==> src/rtl/keyed_watchdog.sv <==
module keyed_watchdog #(
  parameter int SHIFT = 0
) (
  input  logic       clk,
  input  logic       rst_n,
  input  logic       tick,
  input  logic       lf_sel,
  input  logic       wr_en,
  input  logic       wr_addr,
  input  logic [7:0] wr_data,
  output logic       irq_o,
  output logic       rst_o
);
  localparam int HI_EXP = 25 - SHIFT;
  localparam int LO_EXP = 17 - SHIFT;
  localparam int CW = HI_EXP + 1;
  localparam logic [CW-1:0] ONE = 1;
  localparam logic [7:0] KEY_CLEAR = 8'h4E;
  localparam logic [7:0] KEY_OFF = 8'hB1;

  logic          en_bit, rst_mode, run, irq_q;
  logic [1:0]    tsel;
  logic [2:0]    hold;
  logic [CW-1:0] cnt;
  logic [5:0]    shamt;
  logic [CW-1:0] last;

  wire holding   = hold != 3'd0;
  wire ctl_wr    = wr_en & ~wr_addr & ~holding;
  wire key_wr    = wr_en & wr_addr & ~holding;
  wire do_clear  = key_wr & (wr_data == KEY_CLEAR);
  wire do_off    = key_wr & (wr_data == KEY_OFF) & ~en_bit;
  wire do_start  = ctl_wr & wr_data[3];
  wire zero_cnt  = do_clear | do_off | do_start;

  assign shamt = (lf_sel ? 6'(LO_EXP) : 6'(HI_EXP)) - 6'({tsel, 1'b0});
  assign last  = (ONE << shamt) - ONE;

  wire expire = run & tick & ~holding & ~zero_cnt & (cnt == last);

  always_ff @(posedge clk or negedge rst_n) begin
    if (!rst_n) begin
      en_bit   <= 1'b1;
      tsel     <= 2'b00;
      rst_mode <= 1'b1;
      run      <= 1'b1;
      cnt      <= '0;
      hold     <= 3'd0;
      irq_q    <= 1'b0;
    end else begin
      irq_q <= expire & ~rst_mode;
      if (holding) begin
        hold <= hold - 3'd1;
        if (hold == 3'd1) begin
          en_bit   <= 1'b1;
          tsel     <= 2'b00;
          rst_mode <= 1'b1;
          run      <= 1'b1;
          cnt      <= '0;
        end
      end else begin
        if (ctl_wr) begin
          en_bit   <= wr_data[3];
          tsel     <= wr_data[2:1];
          rst_mode <= rst_mode & wr_data[0];
        end
        if (do_start) run <= 1'b1;
        if (do_off)   run <= 1'b0;
        if (zero_cnt || expire) cnt <= '0;
        else if (run && tick)   cnt <= cnt + ONE;
        if (expire && rst_mode) hold <= 3'd4;
      end
    end
  end

  assign irq_o = irq_q;
  assign rst_o = holding;

  assert_irq_pulse_R5: assert property (@(posedge clk) disable iff (!rst_n)
    irq_o |=> !irq_o);
  assert_one_request_R5: assert property (@(posedge clk) disable iff (!rst_n)
    !(irq_o && rst_o));
  assert_rst_hold_R2: assert property (@(posedge clk) disable iff (!rst_n)
    (rst_o && hold > 3'd1) |=> rst_o);
  assert_reload_R2: assert property (@(posedge clk) disable iff (!rst_n)
    $fell(rst_o) |-> (run && en_bit && rst_mode && tsel == 2'b00 && cnt == '0));
  assert_oneway_R6: assert property (@(posedge clk) disable iff (!rst_n)
    (rst_mode && !$past(rst_mode)) |-> $past(hold == 3'd1));
  assert_disable_key_R8: assert property (@(posedge clk) disable iff (!rst_n)
    $fell(run) |-> $past(wr_en && wr_addr && wr_data == KEY_OFF && !en_bit));
  assert_count_bound_R3: assert property (@(posedge clk) disable iff (!rst_n)
    run |-> cnt <= last || $past(lf_sel) != lf_sel || $past(tsel) != tsel);
endmodule

==> config.mk <==
export PLATFORM = sky130hd
export DESIGN_NAME = keyed_watchdog
export DESIGN_NICKNAME = d
export VERILOG_FILES = /design/src/rtl/keyed_watchdog.sv
export SDC_FILE = /design/constraint.sdc
export NUM_CORES = 1
export LEC_CHECK = 0
export ABC_CLOCK_PERIOD_IN_PS = 3000
export BUFFER_PORTS_ARGS = -buffer_cell sky130_fd_sc_hd__buf_4
export CORE_ASPECT_RATIO = 1.75
export CORE_MARGIN = 2
export CORE_UTILIZATION = 30
export DETAILED_ROUTE_END_ITERATION = 8
export GPL_TIMING_DRIVEN = 0
export PLACE_DENSITY_LB_ADDON = 0.2
export RECOVER_POWER = 100
export SLEW_MARGIN = 20
export SYNTH_ARGS = -nofsm -noshare
export SYNTH_HDL_FRONTEND = slang
export SYNTH_SLANG_ARGS = --single-unit
==> constraint.sdc <==
create_clock -name clk -period 3 [get_ports clk]
set_input_delay 0.45 -clock clk [delete_from_list [all_inputs] [get_ports clk]]
set_output_delay 0.45 -clock clk [all_outputs]
set_load 0.005 [all_outputs]
==> flow_metrics.tcl <==
set metrics [dict create \
    dp_slack_ns 0.5703 \
    coreArea_um2 6907 \
    path_clk_slew_ns 0.06 \
    nNetsFinal 272 \
    worstMarginPinSlew_ns 1.976 \
    rows 40 \
    min_period_ns 2.547 \
    post_cts_resized 0 \
    grt_max_degree 36 \
    grt_pass1_wl_um 8611 \
    hold_path.class "primary input to flop" \
    synthFlopType "dfrtp_1" \
    die_y_um 115.8 \
    post_cts_buffers 0 \
    antenna_found_initial 0 \
    drtIter0Drc 63 \
    synth_area_leaders "dfrtp_1 (37%), nor2_1 (6.3%), xor2_1 (5.7%)" \
    hpwl_um 3744 \
    arrival_ns 2.71 \
    violations "capacitance limit, slew limit" \
    start_util_pct 31.03 \
    synth_xor_area_share_pct 10.62 \
    cts_root_buffer "clkbuf_16" \
    cts.sinks 35 \
    yosysWarnings 0 \
    synth_nets 251 \
    max_freq_mhz 392.6 \
    setup_viol 0 \
    slew_violations 36 \
    crit_type "flop to flop" \
    cts_tree "built" \
    drt_drc_violations_left 0 \
    nFillCells 733 \
    grtUsageTotal_pct 14.63 \
    avgSynthCellArea_um2 9.159 \
    yosysSeqAreaShare_pct 41.04 \
    drive_above_1_share_pct 17.97 \
    antenna_cells 0 \
    p_per_area_nw_per_um2 473.8 \
    ir_drop_mv 0.3956 \
    synth.largest_area_cell "dfrtp_1" \
    path_buf_inv 1 \
    yosys.area.top_type_share_pct 37.36 \
    crit_required_ns 3.16 \
    cts_buffer_depth 2 \
    finalHoldViolations 0 \
    dr.pass1.iters 4 \
    crit_slowest_cell "o311ai_0" \
    place.gp.congestion 0.7851 \
    critPathMaxStageDelay_ns 0.54 \
    cts_max_level 2 \
    die_area_um2 7863 \
    wl_per_cell_um 14.61 \
    synth-simple-area-share_pct 32.57 \
    synth_compound_area_share_pct 8.465 \
    relSlewSlack_pct -31.71 \
    synth_top_family_by_area "simple AND/OR/NAND/NOR gates" \
    portBuffers 14 \
    grt_pass1_vias 1815 \
    syn_area_um2 2143 \
    vias_per_cell 5.135 \
    multi_input_area_um2 1164 \
    synth.most_common_cell "nor2_1" \
    syn_to_final_growth_pct 16.40 \
    crit_family "compound AO/OA/AOI/OAI gates" \
    seqCellArea_um2 879.6 \
    wirelength_um 4967 \
    clock_latency_ns 0.28 \
    vias 1746 \
    grt_overflow 0 \
    fin_crit_sh_pct 84.91 \
    leakage_nw 1.054 \
    hold_buffers 0 \
    crit_path_cell_trace "buf_2 > nor4b_1 > a311oi_1 > o311ai_0 > nand4_1 > a21oi_1 > mux2_2" \
    clock_skew_ns 0.005946 \
    rsz0062_at_grt "no" \
    cap_violations 1 \
    run_status "finished, violations left" \
    die_w_um 67.90 \
    io_pins 16 \
    critPathMaxFanout 10 \
    synthMuxAreaShare_pct 0.9924 \
    end_kind "flop" \
    async_flop_share_pct 100.0 \
    layout_setup_ws_ns 0.4526 \
    synth_edf_count 0 \
    fin_setup_tns_ns 0 \
    ys_types 53 \
    synthCells 234 \
    synth_fa_ha_area_share_pct 1.751 \
    numCtsBuffers 5 \
    ant_nets 0 \
    ys_ff_latch 35 \
    cp-start-kind "flop" \
    yosys-top-cells-count "nor2_1 (36), dfrtp_1 (32), nand2_1 (22)" \
]
stage by stage:
step | hold WS, ns | instance area [um2] | std cells | power, mW | util [%]
finish | 0.3929 | 2495 | 340 | 1.182 | 36.12
global route | 0.4214 | 2495 | 340 | 1.239 | 36.12
CTS | 0.1506 | 2501 | 340 | 1.204 | 36.21
detailed placement | 0.4536 | 2354 | 332 | 0.6710 | 34.08
global placement | 0.4503 | 2354 | 332 | 0.6690 | 34.08
floorplan | 0.1544 | 2143 | 234 | 0.6179 | -
kinds of logic after synthesis:
group                    after synthesis
AND/OR/NAND/NOR                      126
flip-flops                            35
XOR/XNOR                              26
AO/OA/AOI/OAI                         25
buffers and inverters                 17
adder cells (fa/ha/maj)                3
multiplexers                           2
routing by layer:
layer | wire length (um) | share of wire [%] | track usage [%] | vias up
li1 | - | - | - | 865
met1 | 1922 | 39 | 15.03 | 856
met2 | 2838 | 57 | 27.71 | 18
met3 | 117 | 2.4 | 3.010 | 7
met4 | 89 | 1.8 | 5.867 | 0
met5 | 0 | 0 | 0 | -
registers in the layout (all words and copies together), names as in the netlist:
name	flops
rst_mode	1
irq_o	1
run	1
tsel	2
en_bit	1
cnt	26
hold	3
layout by cell type (no fill, tap or decap), drive strengths merged, types with 3 or more instances in the layout:
cell	count
a21o	3
nor4	4
dfrtp	32
and4	4
o22ai	3
a21oi	3
or3b	3
nand4b	3
nor3	5
o21ai	8
dfstp	3
nor2	40
nor3b	3
xor2	14
ha	3
nand2	22
nand4	10
nand3	13
inv	7
buf	18
xnor2	12
or3	3
clkbuf	13
worst reg2reg max path, cell delays in order, from the launching register on:
cell	delay [ns]
dfrtp_1	0.42
buf_2	0.20
nor4b_1	0.31
a311oi_1	0.09
o311ai_0	0.54
nand4_1	0.30
a21oi_1	0.23
mux2_2	0.34
area by class of cell:
cell class	instances	share of cell area, %
Multi-Input combinational cell	182	46.64
Clock buffer	7	5.717
Tap cell	84	4.213
Timing Repair Buffer	14	4.062
Inverter	7	1.053
Buffer	10	2.859
Sequential cell	35	35.26
Clock inverter	1	0.2006
final timing paths:
check	start	end	slack, ns	cells past startpoint
hold / removal	wr_data[2]	tsel[1]	0.39	3
max in group asynchronous	rst_n	cnt[10]	1.14	1
setup / recovery	tsel[1]	hold[1]	0.45	7
min in group asynchronous	rst_n	irq_o	0.71	1
setup reg to reg	tsel[1]	hold[1]	0.45	7
hold reg to reg	en_bit	en_bit	0.51	1
power by group:
part / leakage, nW / total (mW) / switching (mW) / internal (mW)
clock network: 0.0739 / 0.522 / 0.193 / 0.329
logic: 0.510 / 0.137 / 0.0790 / 0.0578
registers: 0.471 / 0.523 / 0.0253 / 0.498
total: 1.05 / 1.18 / 0.297 / 0.885
Power figures use the tool's default switching activity.
